--- src/rtl/bscan_pkg.sv ---
package bscan_pkg;
    typedef enum logic [1:0] {
        ST_IDLE = 2'd0,
        ST_EVAL = 2'd1,
        ST_EMIT = 2'd2
    } scan_state_t;
endpackage

--- src/rtl/lane_compare.sv ---
module lane_compare #(
    parameter int LANES  = 8,
    parameter int LANE_W = 8
) (
    input  logic [LANE_W-1:0]       pattern,
    input  logic [LANE_W-1:0]       mask,
    input  logic [LANES*LANE_W-1:0] data,
    output logic [LANES-1:0]        hit
);
    // One masked comparator per lane.
    for (genvar g = 0; g < LANES; g++) begin : g_lane
        logic [LANE_W-1:0] diff;
        assign diff   = (data[g*LANE_W +: LANE_W] ^ pattern) & mask;
        assign hit[g] = (diff == '0);
    end
endmodule

--- src/rtl/first_hit_encoder.sv ---
module first_hit_encoder #(
    parameter int LANES = 8,
    parameter int IDX_W = $clog2(LANES)
) (
    input  logic [LANES-1:0] hits,
    output logic             any,
    output logic [IDX_W-1:0] pos
);
    always_comb begin
        any = |hits;
        pos = '0;
        // Walk from the top lane down, so the lowest hit is written last and wins.
        for (int i = LANES - 1; i >= 0; i--) begin
            if (hits[i]) pos = IDX_W'(i);
        end
    end
endmodule

--- src/rtl/byte_scan_unit.sv ---
module byte_scan_unit
    import bscan_pkg::*;
#(
    parameter int LANES  = 8,
    parameter int LANE_W = 8,
    localparam int IDX_W  = $clog2(LANES),
    localparam int DATA_W = LANES * LANE_W
) (
    input  logic              clk,
    input  logic              rst_n,
    input  logic              start,
    input  logic [LANE_W-1:0] pattern,
    input  logic [LANE_W-1:0] mask,
    input  logic [DATA_W-1:0] data,
    output logic              busy,
    output logic              done,
    output logic              found,
    output logic [IDX_W-1:0]  index
);
    scan_state_t       state_q, state_d;
    logic [LANES-1:0]  hit_now, hits_q;
    logic              enc_any;
    logic [IDX_W-1:0]  enc_pos;

    lane_compare #(.LANES(LANES), .LANE_W(LANE_W)) u_cmp (
        .pattern(pattern), .mask(mask), .data(data), .hit(hit_now)
    );

    first_hit_encoder #(.LANES(LANES), .IDX_W(IDX_W)) u_enc (
        .hits(hits_q), .any(enc_any), .pos(enc_pos)
    );

    // Next-state logic for the four named transitions.
    always_comb begin
        state_d = state_q;
        unique case (state_q)
            ST_IDLE: if (start) state_d = ST_EVAL;   // accept; otherwise hold
            ST_EVAL: state_d = ST_EMIT;              // encode
            ST_EMIT: state_d = ST_IDLE;              // release
            default: state_d = ST_IDLE;
        endcase
    end

    // State register.
    always_ff @(posedge clk or negedge rst_n) begin
        if (!rst_n) state_q <= ST_IDLE;
        else        state_q <= state_d;
    end

    // Datapath and result registers.
    always_ff @(posedge clk or negedge rst_n) begin
        if (!rst_n) begin
            hits_q <= '0;
            found  <= 1'b0;
            index  <= '0;
        end else begin
            if (state_q == ST_IDLE && start) hits_q <= hit_now;
            if (state_q == ST_EVAL) begin
                found <= enc_any;
                index <= enc_any ? enc_pos : '0;
            end
        end
    end

    assign busy = (state_q != ST_IDLE);
    assign done = (state_q == ST_EMIT);

    // Assertions.

    // done lasts exactly one cycle.
    p_done_pulse_r6: assert property (@(posedge clk) disable iff (!rst_n)
        done |=> !done);

    // done is preceded by a cycle that was busy and not yet done.
    p_done_after_eval_r6: assert property (@(posedge clk) disable iff (!rst_n)
        (busy && !done) |=> done);

    // the unit is busy whenever done is raised.
    p_busy_with_done_r7: assert property (@(posedge clk) disable iff (!rst_n)
        done |-> busy);

    // once EVAL is entered, a new start cannot restart or extend the search.
    p_ignore_start_r7: assert property (@(posedge clk) disable iff (!rst_n)
        (state_q == ST_EVAL && start) |=> (state_q == ST_EMIT));

    // a completed search with no match reports index 0.
    p_nomatch_idx_r4: assert property (@(posedge clk) disable iff (!rst_n)
        (done && !found) |-> (index == '0));

    // results hold while no search is finishing.
    p_hold_r8: assert property (@(posedge clk) disable iff (!rst_n)
        (state_q != ST_EVAL) |=> ($stable(found) && $stable(index)));
endmodule

--- config.mk ---
export PLATFORM = sky130hd
export DESIGN_NAME = byte_scan_unit
export DESIGN_NICKNAME = d
export VERILOG_FILES = /design/src/rtl/bscan_pkg.sv /design/src/rtl/lane_compare.sv /design/src/rtl/first_hit_encoder.sv /design/src/rtl/byte_scan_unit.sv
export SDC_FILE = /design/constraint.sdc
export NUM_CORES = 1
export LEC_CHECK = 0
export ABC_AREA = 1
export CAP_MARGIN = 20
export CELL_PAD_IN_SITES_DETAIL_PLACEMENT = 0
export CELL_PAD_IN_SITES_GLOBAL_PLACEMENT = 1
export CORE_ASPECT_RATIO = 1.25
export CORE_MARGIN = 4
export CORE_UTILIZATION = 30
export CTS_CLUSTER_SIZE = 16
export DETAILED_ROUTE_END_ITERATION = 10
export DONT_BUFFER_PORTS = 1
export GPL_ROUTABILITY_DRIVEN = 0
export PLACE_DENSITY_LB_ADDON = 0.1
export SYNTH_ARGS = -nofsm -noshare
export SYNTH_HDL_FRONTEND = slang
export SYNTH_SLANG_ARGS = --single-unit
--- constraint.sdc ---
create_clock -name clk -period 1.3 [get_ports clk]
set_clock_uncertainty 0.15 [all_clocks]
set_input_delay 0.195 -clock clk [delete_from_list [all_inputs] [get_ports clk]]
set_output_delay 0.195 -clock clk [all_outputs]
set_load 0.005 [all_outputs]
==> insert_results.sql, run 1 <==
INSERT INTO impl_metrics (metric_group, metric, value, unit) VALUES
('status', 'status', 'finished, final reports clean', ''),
('critical_path', 'setup.worst_path.start_class', 'register', ''),
('clock_tree', 'clockBufferDepth', '2', ''),
('routing', 'via_count', '2039', ''),
('global_routing', 'grt_max_degree', '17', ''),
('layout', 'mostFrequentLayoutCell', 'sky130_fd_sc_hd__nand2_1', ''),
('global_routing', 'global_route.usage.met3', '4.70', '%'),
('synth', 'syn-mean-instance-area', '5.30', 'um2'),
('layout', 'fill_cells', '772', ''),
('synth', 'netlist.top_cell.by_area', 'sky130_fd_sc_hd__nand2_1', ''),
('pwr', 'power.density', '727', 'nW/um2'),
('floorplan', 'die_area', '7900', 'um2'),
('global_routing', 'grt_util_met2', '22.1', '%'),
('floorplan', 'initial_core_util', '31.4', '%'),
('clock_tree', 'cts_tree', 'built', ''),
('sta', 'slew_at_the_pin_closest_to_its_max_slew_limit', '0.655', 'ns'),
('clock_tree', 'cts-buffers-inserted', '3', ''),
('layout', 'final_nets', '454', ''),
('floorplan', 'die_h', '98.4', 'um'),
('pwr', 'cellLeakagePower', '0.00117', 'uW'),
('global_routing', 'grt_remaining_overflow', '0', ''),
('floorplan', 'placeableCoreArea', '6250', 'um2'),
('place', 'dp_hpwl', '4.62', 'mm'),
('synth', 'syn_nets', '453', ''),
('sta', 'relSlewSlack', '56.2', '%'),
('synth', 'ys_ff_latch', '14', ''),
('synth', 'yosys.cell_types.count', '17', ''),
('job', 'max_cap_violations', '0', ''),
('routing', 'drt_pass1_iterations', '4', ''),
('pwr', 'fin_total_pwr', '1540', 'uW'),
('critical_path', 'worstPathRequired', '1.33', 'ns'),
('global_routing', 'grt_first_pass_wirelength', '8.91', 'mm'),
('synth', 'synthDominantCellAreaShare', '29.9', '%'),
('layout', 'multiInputGateArea', '1340', 'um2'),
('min_path', 'worst_hold_path_type', 'in -> reg', ''),
('routing', 'drt-vias-per-instance', '4.49', ''),
('sta', 'final_min_period_over_clock_period', '97.8', '%'),
('clock_tree', 'worst_skew_pair.late_latency', '0.24', 'ns'),
('synth', 'synthesis.instances', '370', ''),
('sta', 'finalSetupViolations', '0', ''),
('clock_tree', 'clkTransAtPathRegs', '0.05', 'ns'),
('clock_tree', 'htreeDepth', '1', ''),
('place', 'placement.io_buffers', '0', ''),
('clock_tree', 'ctsRootBufferMaster', 'sky130_fd_sc_hd__clkbuf_8', ''),
('routing', 'antenna_left', '0', ''),
('sta', 'finalMaxSlewViolations', '0', ''),
('sta', 'worst_hold_slack', '0.0830', 'ns'),
('sta', 'grt_setup_unrepaired', 'yes', ''),
('layout', 'layout.cells.most_common_list', 'sky130_fd_sc_hd__nand2_1, sky130_fd_sc_hd__nand3_1, sky130_fd_sc_hd__inv_1', ''),
('routing', 'detail_route.drc_violations', '0', ''),
('global_routing', 'number_of_global_route_vias_before_repair', '1922', ''),
('synth', 'synth-seq-area-share', '17.9', '%'),
('layout', 'post_route_cells_drive_above_1_share', '9.76', '%'),
('critical_path', 'crit_fanout', '5', ''),
('synth', 'synth.cell_area', '1960', 'um2'),
('critical_path', 'worst_ep_arrival_time', '1.30', 'ns'),
('floorplan', 'io_pins', '89', ''),
('pwr', 'worst_ir_drop_vdd', '0.323', 'mV'),
('synth', 'yosys_warnings', '0', ''),
('global_routing', 'globalRoute.busiestLayer', 'met2', ''),
('global_routing', 'globalRouteTotalUtil', '14.0', '%'),
('sta', 'max_freq', '786', 'MHz'),
('critical_path', 'crit_type', 'reg -> reg', ''),
('global_routing', 'grtUsageMet1', '18.8', '%'),
('routing', 'first_drt_iteration_drcs', '95', ''),
('layout', 'area_growth', '7.72', '%'),
('layout', 'num_antenna_cells', '0', ''),
('routing', 'drt_wl_total', '5.46', 'mm'),
('synth', 'synth.area.top_cells', 'sky130_fd_sc_hd__nand2_1, sky130_fd_sc_hd__dfrtp_1, sky130_fd_sc_hd__nand3_1', ''),
('layout', 'register_area', '350', 'um2'),
('sta', 'finalWorstPathRequiredPeriod', '1.27', 'ns'),
('global_routing', 'grt_antenna_before_repair', '0', ''),
('floorplan', 'std_cell_rows', '32', ''),
('floorplan', 'chipWidth', '80.3', 'um'),
('clock_tree', 'tritoncts_num_sinks', '14', ''),
('routing', 'detail_route.wl_per_cell', '12.0', 'um'),
('sta', 'hold_viol_final', '0', ''),
('critical_path', 'critPathCaptureType', 'register', '');
-- layout make-up --
cell class | instances | share of cell area (%)
tap | 85 | 5.04
timing repair buffer | 12 | 4.98
multi-input combinational | 296 | 63.6
clock buffer | 3 | 1.95
sequential | 14 | 16.6
inverter | 44 | 7.82
-- power breakdown --
part           internal [uW]  total [uW]  switching (uW)
Clock                    205         347             143
Sequential               518         583            64.7
Combinational            280         605             325
-- routing by layer --
| metal | part of all wire, % | up-vias |
|---|---|---|
| li1 | - | 1133 |
| met1 | 43 | 840 |
| met2 | 46 | 62 |
| met3 | 10 | 4 |
| met4 | 0.86 | 0 |
| met5 | 0 | - |
-- Yosys cell counts --
library cell                  n
sky130_fd_sc_hd__buf_2        5
sky130_fd_sc_hd__dfrtp_1     14
sky130_fd_sc_hd__or2_1       30
sky130_fd_sc_hd__clkbuf_1     4
sky130_fd_sc_hd__nor2_4       1
sky130_fd_sc_hd__o31ai_1      1
sky130_fd_sc_hd__nand3_1     65
sky130_fd_sc_hd__buf_4        2
sky130_fd_sc_hd__buf_12       1
sky130_fd_sc_hd__buf_6        4
sky130_fd_sc_hd__nor2_1      32
sky130_fd_sc_hd__bufbuf_16    1
sky130_fd_sc_hd__inv_1       36
sky130_fd_sc_hd__o21ai_1      9
sky130_fd_sc_hd__nand2_1    156
sky130_fd_sc_hd__inv_2        8
sky130_fd_sc_hd__nand3_2      1
-- sequential cells by signal, summed over array words and instances, names as in the netlist --
name / cells
hits_q: 8
index: 3
state_q: 2
found: 1
-- critical path, cell delays in order (launching register included) --
cell and delay [ns]:
sky130_fd_sc_hd__dfrtp_1 0.38, sky130_fd_sc_hd__inv_2 0.08, sky130_fd_sc_hd__nand2_4 0.07, sky130_fd_sc_hd__nor2_4 0.17
sky130_fd_sc_hd__nand2_2 0.09, sky130_fd_sc_hd__nor2_4 0.13, sky130_fd_sc_hd__nand3_2 0.08, sky130_fd_sc_hd__nand2_1 0.07
-- repair_timing --
action,4_1_cts,5_1_grt
gates cloned,1,0
endpoints found under the hold margin,15,0
gates resized for setup,2,16
hold buffers,2,0
buffers inserted,0,2
endpoints found under the setup margin,8,10
pin swaps,2,17
-- worst paths after layout --
path                                    to  cells after the start        from  slack (ns)
min in group asynchronous         index[0]                      1       rst_n        0.27
worst min-delay path             hits_q[6]                      5     mask[2]        0.08
worst max register to register   hits_q[4]                      7  state_q[0]        0.03
worst min register to register    index[0]                      2    index[0]        0.35
max in group asynchronous       state_q[0]                      1       rst_n        0.31
worst max-delay path             hits_q[4]                      7  state_q[0]        0.03
-- cells by family (layout without fill, tap and decap cells) --
kind of cell / after synthesis / in the layout / share of synthesized area, %
AOI/OAI and AO/OA: 10 / 10 / 2.68
buffers and inverters: 61 / 59 / 16.2
DFF: 14 / 14 / 17.9
and+or+nand+nor: 285 / 286 / 63.2
-- through the flow --
stage               util (%)  setup TNS, ns  setup WS, ns  cells  area [um2]
floorplan                  -              0         0.119    370        1960
global placement        31.6        -0.0678       -0.0678    446        1970
detailed placement      31.6         -0.256       -0.0843    446        1970
CTS                     32.8        -0.0156       -0.0128    452        2050
global route            33.8         -0.171       -0.0607    454        2110
finish                  33.8              0        0.0282    454        2110
Power figures use the tool's default switching activity.
==> run 2: changes to the inputs <==
--- a/config.mk
+++ b/config.mk
@@ -16,6 +16,7 @@
 export DETAILED_ROUTE_END_ITERATION = 10
 export DONT_BUFFER_PORTS = 1
 export GPL_ROUTABILITY_DRIVEN = 0
+export GPL_TIMING_DRIVEN = 0
 export PLACE_DENSITY_LB_ADDON = 0.1
 export SYNTH_ARGS = -nofsm -noshare
 export SYNTH_HDL_FRONTEND = slang
==> run 2 against run 1 <==
  * Sequential share of layout area down 0.61 points
  * Sequential power up 0.9%
  * Total power up 3.1%
  * Die area unchanged
  * Worst hold slack better by 0.027 ns
  * Global-route usage up 0.38 points
  * First-iteration DRC count down 52%
  * Via count up 0.59%
  * Critical endpoint unchanged
  * Routed wire length up 1.5%
  * Combinational power up 7.8%
  * Worst setup slack better by 0.0014 ns
==> insert_results.sql, run 2 (same netlist as run 1, synthesis figures left out) <==
INSERT INTO impl_metrics (metric_group, metric, value, unit) VALUES
('pwr', 'swShare', '37.1', '%'),
('layout', 'largest_register_ff_count', '8', ''),
('layout', 'post_route_cells_drive_above_1_share', '10.9', '%'),
('critical_path', 'reg2reg_depth', '7', ''),
('layout', 'final_nets', '462', ''),
('critical_path', 'setup.worst_path.start_class', 'register', ''),
('pwr', 'switching_power', '587', 'uW'),
('critical_path', 'worstPathBufferInverterCount', '1', ''),
('critical_path', 'r2r-end', 'hits_q[4]', ''),
('critical_path', 'worst_path_most_repeated_cell', 'sky130_fd_sc_hd__nor2_4', ''),
('clock_tree', 'worst_skew_pair.late_latency', '0.24', 'ns'),
('clock_tree', 'clockBufferDepth', '2', ''),
('floorplan', 'placeableCoreArea', '6250', 'um2'),
('routing', 'via_count', '2051', ''),
('critical_path', 'worstPathRequired', '1.33', 'ns'),
('clock_tree', 'cts-buffers-inserted', '3', ''),
('clock_tree', 'tritoncts_num_sinks', '14', ''),
('min_path', 'destination_of_the_worst_hold_path', 'state_q[0]', ''),
('critical_path', 'start_point_of_the_critical_path', 'state_q[0]', ''),
('layout', 'num_antenna_cells', '0', ''),
('layout', 'layout.cells.most_common_list', 'sky130_fd_sc_hd__nand2_1, sky130_fd_sc_hd__nand3_1, sky130_fd_sc_hd__inv_1', ''),
('clock_tree', 'ctsRootBufferMaster', 'sky130_fd_sc_hd__clkbuf_8', ''),
('floorplan', 'initial_core_util', '31.4', '%'),
('critical_path', 'critPathCaptureType', 'register', ''),
('layout', 'biggest_registers_after_layout', 'hits_q x8, index x3, state_q x2', ''),
('critical_path', 'worst_ep_arrival_time', '1.30', 'ns'),
('critical_path', 'regToRegStartpoint', 'state_q[0]', ''),
('critical_path', 'crit_fanout', '5', ''),
('place', 'placement.io_buffers', '0', ''),
('critical_path', 'cell_by_cell_listing_of_the_critical_path', 'inv_2, nand2_4, nor2_4, nand2_2, nor2_4, nand3_2, nand2_1', ''),
('layout', 'mostFrequentLayoutCell', 'sky130_fd_sc_hd__nand2_1', ''),
('global_routing', 'globalRouteTotalUtil', '14.4', '%'),
('clock_tree', 'htreeDepth', '1', ''),
('place', 'placed_area', '2070', 'um2'),
('floorplan', 'chipWidth', '80.3', 'um'),
('sta', 'max_freq', '787', 'MHz'),
('critical_path', 'cpMaxStageDelayCell', 'sky130_fd_sc_hd__dfrtp_1', ''),
('floorplan', 'die_h', '98.4', 'um'),
('job', 'max_cap_violations', '0', ''),
('routing', 'first_drt_iteration_drcs', '46', ''),
('layout', 'area_growth', '11.9', '%'),
('pwr', 'cellInternalPower', '997', 'uW'),
('floorplan', 'die_area', '7900', 'um2'),
('floorplan', 'io_pins', '89', ''),
('sta', 'finalSetupViolations', '0', ''),
('sta', 'grt_setup_unrepaired', 'yes', ''),
('layout', 'largest-register', 'hits_q', ''),
('pwr', 'worst_ir_drop_vdd', '0.346', 'mV'),
('sta', 'hold_viol_final', '0', ''),
('sta', 'final_min_period_over_clock_period', '97.7', '%'),
('sta', 'slew_at_the_pin_closest_to_its_max_slew_limit', '0.659', 'ns'),
('pwr', 'sequentialPowerShare', '37.1', '%'),
('critical_path', 'reg2reg_slack', '0.03', 'ns'),
('global_routing', 'grt_antenna_before_repair', '0', ''),
('pwr', 'cellLeakagePower', '0.00121', 'uW'),
('pwr', 'clock_network_power_share', '21.7', '%'),
('routing', 'antenna_left', '0', ''),
('pwr', 'comb_power_share', '41.2', '%'),
('floorplan', 'std_cell_rows', '32', ''),
('status', 'status', 'finished, final reports clean', ''),
('sta', 'finalMaxSlewViolations', '0', ''),
('clock_tree', 'clkTransAtPathRegs', '0.06', 'ns'),
('min_path', 'worst_hold_path_type', 'in -> reg', ''),
('min_path', 'min_path_cells', '3', ''),
('routing', 'drt_pass1_iterations', '4', ''),
('routing', 'detail_route.wl_per_cell', '12.0', 'um'),
('routing', 'drt-vias-per-instance', '4.44', ''),
('place', 'dp_hpwl', '4.65', 'mm'),
('global_routing', 'number_of_global_route_vias_before_repair', '1957', ''),
('global_routing', 'grt_first_pass_wirelength', '9.18', 'mm'),
('clock_tree', 'cts_tree', 'built', ''),
('critical_path', 'critPathTopFamily', 'simple AND/OR/NAND/NOR gates', ''),
('routing', 'detail_route.drc_violations', '0', ''),
('sta', 'worst_hold_slack', '0.110', 'ns'),
('layout', 'post-route-cell-area', '2190', 'um2'),
('min_path', 'hold_start', 'start', ''),
('sta', 'finalWorstPathRequiredPeriod', '1.27', 'ns'),
('global_routing', 'grt_remaining_overflow', '0', ''),
('global_routing', 'grt_max_degree', '15', ''),
('critical_path', 'critical_path_depth', '7', ''),
('pwr', 'fin_total_pwr', '1580', 'uW'),
('sta', 'relSlewSlack', '56.0', '%'),
('routing', 'drt_wl_total', '5.55', 'mm'),
('critical_path', 'crit_type', 'reg -> reg', ''),
('pwr', 'power.density', '722', 'nW/um2'),
('critical_path', 'cp_slowest_stage_delay', '0.38', 'ns');
[run 2: timing repair]
action                                 4_1_cts  5_1_grt
pin swaps                                    4       12
setup buffers                                1        1
cloned                                       1        0
setup endpoints to repair                    8       10
resized for setup                            6       10
hold buffers                                 1        0
endpoints found under the hold margin       15        0
[run 2: tightest hold or removal path, stage by stage]
cell and delay [ns]:
sky130_fd_sc_hd__inv_2 0.08, sky130_fd_sc_hd__nor2_4 0.06, sky130_fd_sc_hd__buf_4 0.12
[run 2: metrics by stage]
step,instances,utilization [%],TNS (ns),setup WS (ns)
floorplan,370,-,0,0.119
global placement,455,33.1,-0.572,-0.121
detailed placement,455,33.1,-0.700,-0.125
CTS,461,34.4,-0.0216,-0.0216
global route,462,35.1,-0.344,-0.0725
finish,462,35.1,0,0.0297
[run 2: worst max path at each step]
stage / slack [ns] / end
after floorplan: 0.12 / hits_q[4]
after global placement: -0.12 / hits_q[4]
after detailed placement: -0.13 / hits_q[4]
after CTS: -0.02 / hits_q[4]
after global routing: -0.07 / hits_q[4]
final: 0.03 / hits_q[4]
[run 2: routing by layer]
layer | global-route usage (%) | share of wire [%] | up-vias
met4 | 1.56 | 0.25 | 0
li1 | - | - | 1145
met2 | 23.8 | 48 | 59
met5 | 0 | 0 | -
met3 | 4.15 | 9.1 | 2
met1 | 19.1 | 43 | 845
[run 2: area by class of cell]
type	count	area, um2
fill	750	4050
multi-input combinational	296	1350
inverter	44	165
buffer	17	153
timing repair buffer	3	25.0
sequential	14	350
tap	85	106
clock buffer	3	41.3
[run 2: power by group through the flow]
stage	Combinational [uW]	Sequential (uW)	Clock (uW)
after detailed placement	596	592	0
final	652	588	344
after global placement	590	591	0
after CTS	640	584	354
after floorplan	488	574	0
after global routing	765	601	378
==> run 3: changes to the inputs <==
--- a/config.mk
+++ b/config.mk
@@ -6,6 +6,7 @@
 export NUM_CORES = 1
 export LEC_CHECK = 0
 export ABC_AREA = 1
+export BUFFER_PORTS_ARGS = -buffer_cell sky130_fd_sc_hd__buf_2
 export CAP_MARGIN = 20
 export CELL_PAD_IN_SITES_DETAIL_PLACEMENT = 0
 export CELL_PAD_IN_SITES_GLOBAL_PLACEMENT = 1
@@ -14,7 +15,6 @@
 export CORE_UTILIZATION = 30
 export CTS_CLUSTER_SIZE = 16
 export DETAILED_ROUTE_END_ITERATION = 10
-export DONT_BUFFER_PORTS = 1
 export GPL_ROUTABILITY_DRIVEN = 0
 export GPL_TIMING_DRIVEN = 0
 export PLACE_DENSITY_LB_ADDON = 0.1
==> run 3 against run 2 <==
  * The flow now finishes with violations (setup timing)
  * Count of clock-buffer cells in the layout rose by 1
  * First-iteration DRC count increased by 30%
  * Worst hold slack got worse by 0.043 ns
  * Final cell count rose by 17%
  * Register-to-register slack worse by 0.05 ns
  * Maximum frequency shrank 3.8%
  * Total power rose by 15%
  * Core utilization up 6.0 points
  * Combinational power up 28%
==> insert_results.sql, run 3 (same netlist as run 1, synthesis figures left out) <==
INSERT INTO impl_metrics (metric_group, metric, value, unit) VALUES
('pwr', 'swShare', '35.8', '%'),
('critical_path', 'r2r-end', 'hits_q[7]', ''),
('sta', 'grt_setup_unrepaired', 'yes', ''),
('sta', 'slew_at_the_pin_closest_to_its_max_slew_limit', '0.378', 'ns'),
('clock_tree', 'clkTransAtPathRegs', '0.06', 'ns'),
('status', 'status', 'finished with violations', ''),
('sta', 'max_freq', '757', 'MHz'),
('floorplan', 'chipWidth', '80.3', 'um'),
('critical_path', 'reg2reg_slack', '-0.02', 'ns'),
('layout', 'mostFrequentLayoutCell', 'sky130_fd_sc_hd__nand2_1', ''),
('clock_tree', 'clockBufferDepth', '2', ''),
('routing', 'detail_route.drc_violations', '0', ''),
('sta', 'relSlewSlack', '74.8', '%'),
('sta', 'hold_viol_final', '0', ''),
('critical_path', 'reg2reg_depth', '8', ''),
('pwr', 'power.density', '708', 'nW/um2'),
('pwr', 'comb_power_share', '45.8', '%'),
('routing', 'drt-vias-per-instance', '4.25', ''),
('layout', 'post_route_cells_drive_above_1_share', '25.6', '%'),
('critical_path', 'worst_ep_arrival_time', '1.36', 'ns'),
('routing', 'antenna_left', '0', ''),
('place', 'dp_hpwl', '4.78', 'mm'),
('min_path', 'min_path_cells', '3', ''),
('sta', 'final_min_period_over_clock_period', '102', '%'),
('place', 'detailedPlace.worstSlack', '-0.0873', 'ns'),
('critical_path', 'worstPathRequired', '1.34', 'ns'),
('sta', 'finalSetupViolations', '7', ''),
('pwr', 'cellLeakagePower', '0.00152', 'uW'),
('floorplan', 'io_pins', '89', ''),
('sta', 'totalNegativeSetupSlack', '-0.0756', 'ns'),
('global_routing', 'globalRouteTotalUtil', '14.1', '%'),
('layout', 'register_area', '350', 'um2'),
('floorplan', 'placeableCoreArea', '6250', 'um2'),
('job', 'max_cap_violations', '0', ''),
('layout', 'layout.cells.most_common_list', 'sky130_fd_sc_hd__nand2_1, sky130_fd_sc_hd__buf_2, sky130_fd_sc_hd__nand3_1', ''),
('critical_path', 'cell_by_cell_listing_of_the_critical_path', 'inv_2, nand2_2, nor2_4, buf_6, o21ai_1, nor2_1, nand2_1, nand2_1', ''),
('min_path', 'hold_start', 'start', ''),
('critical_path', 'cpMaxStageDelayCell', 'sky130_fd_sc_hd__dfrtp_1', ''),
('global_routing', 'grt_antenna_before_repair', '0', ''),
('global_routing', 'grt_max_degree', '15', ''),
('routing', 'first_drt_iteration_drcs', '60', ''),
('sta', 'setup_ws', '-0.0204', 'ns'),
('layout', 'fill_cells', '716', ''),
('critical_path', 'critPathCaptureType', 'register', ''),
('floorplan', 'die_area', '7900', 'um2'),
('routing', 'via_count', '2292', ''),
('global_routing', 'grt_first_pass_wirelength', '8.98', 'mm'),
('pwr', 'worst_ir_drop_vdd', '0.331', 'mV'),
('clock_tree', 'ctsRootBufferMaster', 'sky130_fd_sc_hd__clkbuf_8', ''),
('critical_path', 'cp_slowest_stage_delay', '0.39', 'ns'),
('floorplan', 'die_h', '98.4', 'um'),
('critical_path', 'setup.worst_path.start_class', 'register', ''),
('floorplan', 'std_cell_rows', '32', ''),
('critical_path', 'critPathTopFamily', 'simple AND/OR/NAND/NOR gates', ''),
('status', 'failing_checks', 'setup timing', ''),
('global_routing', 'number_of_global_route_vias_before_repair', '2075', ''),
('critical_path', 'worstPathBufferInverterCount', '2', ''),
('routing', 'drt_pass1_iterations', '4', ''),
('sta', 'finalWorstPathRequiredPeriod', '1.32', 'ns'),
('clock_tree', 'tritoncts_num_sinks', '14', ''),
('layout', 'num_antenna_cells', '0', ''),
('min_path', 'destination_of_the_worst_hold_path', 'state_q[0]', ''),
('clock_tree', 'worst_skew_pair.late_latency', '0.24', 'ns'),
('sta', 'worst_hold_slack', '0.0675', 'ns'),
('pwr', 'switching_power', '651', 'uW'),
('pwr', 'clock_network_power_share', '22.9', '%'),
('layout', 'final_nets', '538', ''),
('pwr', 'sequentialPowerShare', '31.2', '%'),
('clock_tree', 'cts_tree', 'built', ''),
('critical_path', 'crit_type', 'reg -> reg', ''),
('layout', 'largest-register', 'hits_q', ''),
('critical_path', 'worst_path_most_repeated_cell', 'sky130_fd_sc_hd__nand2_1', ''),
('sta', 'finalMaxSlewViolations', '0', ''),
('clock_tree', 'cts-buffers-inserted', '3', ''),
('routing', 'drt_wl_total', '5.69', 'mm'),
('place', 'placement.io_buffers', '76', ''),
('layout', 'multiInputGateArea', '1320', 'um2'),
('layout', 'largest_register_ff_count', '8', ''),
('layout', 'biggest_registers_after_layout', 'hits_q x8, index x3, state_q x2', ''),
('floorplan', 'initial_core_util', '31.4', '%'),
('routing', 'detail_route.wl_per_cell', '10.6', 'um'),
('pwr', 'fin_total_pwr', '1820', 'uW'),
('pwr', 'cellInternalPower', '1170', 'uW'),
('clock_tree', 'htreeDepth', '1', ''),
('layout', 'area_growth', '31.1', '%'),
('min_path', 'worst_hold_path_type', 'in -> reg', ''),
('critical_path', 'crit_fanout', '8', ''),
('critical_path', 'regToRegStartpoint', 'state_q[0]', ''),
('global_routing', 'grt_remaining_overflow', '0', '');
-- run 3: cell types whose count changed in the layout (fill, tap and decap cells not counted) --
cell	change
sky130_fd_sc_hd__buf_4	-1
sky130_fd_sc_hd__nand2_1	+1
sky130_fd_sc_hd__o21ai_1	-1
sky130_fd_sc_hd__nor2_4	-3
sky130_fd_sc_hd__nor2_2	+1
sky130_fd_sc_hd__buf_2	+76
sky130_fd_sc_hd__nand2_4	-1
sky130_fd_sc_hd__nor2_1	+1
sky130_fd_sc_hd__buf_6	+2
sky130_fd_sc_hd__nand3_2	-1
sky130_fd_sc_hd__nand3_1	+1
sky130_fd_sc_hd__clkbuf_8	+1
sky130_fd_sc_hd__o21ai_2	+1
-- run 3: layer usage --
metal	share of wire (%)	track usage [%]	vias to the layer above
li1	-	-	1297
met1	47	18.1	932
met2	47	24.7	59
met3	5.7	2.12	4
met4	0.60	2.73	0
met5	0	0	-
-- run 3: worst min-delay path: cells and delay by family --
| kind | cells | cell delay [ns] |
|---|---|---|
| buf+inv | 2 | 0.15 |
| simple gates | 1 | 0.06 |
-- run 3: what timing repair did --
item / in CTS / in global routing
pin swaps: 8 / 1
gates cloned: 0 / 0
endpoints found under the setup margin: 8 / 10
hold buffers: 1 / 0
buffers inserted: 3 / 0
gates resized for setup: 6 / 6
hold endpoints to repair: 14 / 0
-- run 3: power by group through the flow --
stage               logic (uW)  clock network [uW]  registers [uW]
CTS                        835                 430             565
finish                     833                 417             568
global placement           790                   0             571
global route               954                 458             581
detailed placement         799                   0             572
floorplan                  488                   0             574
-- run 3: through the flow --
step / util [%] / instance area, um2 / std cells
finish: 41.1 / 2570 / 539
global route: 41.1 / 2570 / 539
CTS: 40.9 / 2550 / 539
detailed placement: 39.2 / 2450 / 531
global placement: 39.2 / 2450 / 531
floorplan: - / 1960 / 370
-- run 3: how the worst max path moves through the flow --
stage	start	to	slack [ns]	cells after the start
CTS	state_q[1]	hits_q[6]	-0.04	8
finish	state_q[0]	hits_q[7]	-0.02	8
detailed placement	state_q[1]	hits_q[4]	-0.09	7
global placement	state_q[1]	hits_q[4]	-0.06	7
global route	state_q[1]	hits_q[6]	-0.13	8
floorplan	state_q[1]	hits_q[4]	0.12	6
-- run 3: area by class of cell --
cell class	instances	area share [%]
tap	85	4.14
inverter	44	6.43
buffer	17	5.94
sequential	14	13.6
clock buffer	4	2.14
timing repair buffer	80	16.4
multi-input combinational	295	51.4
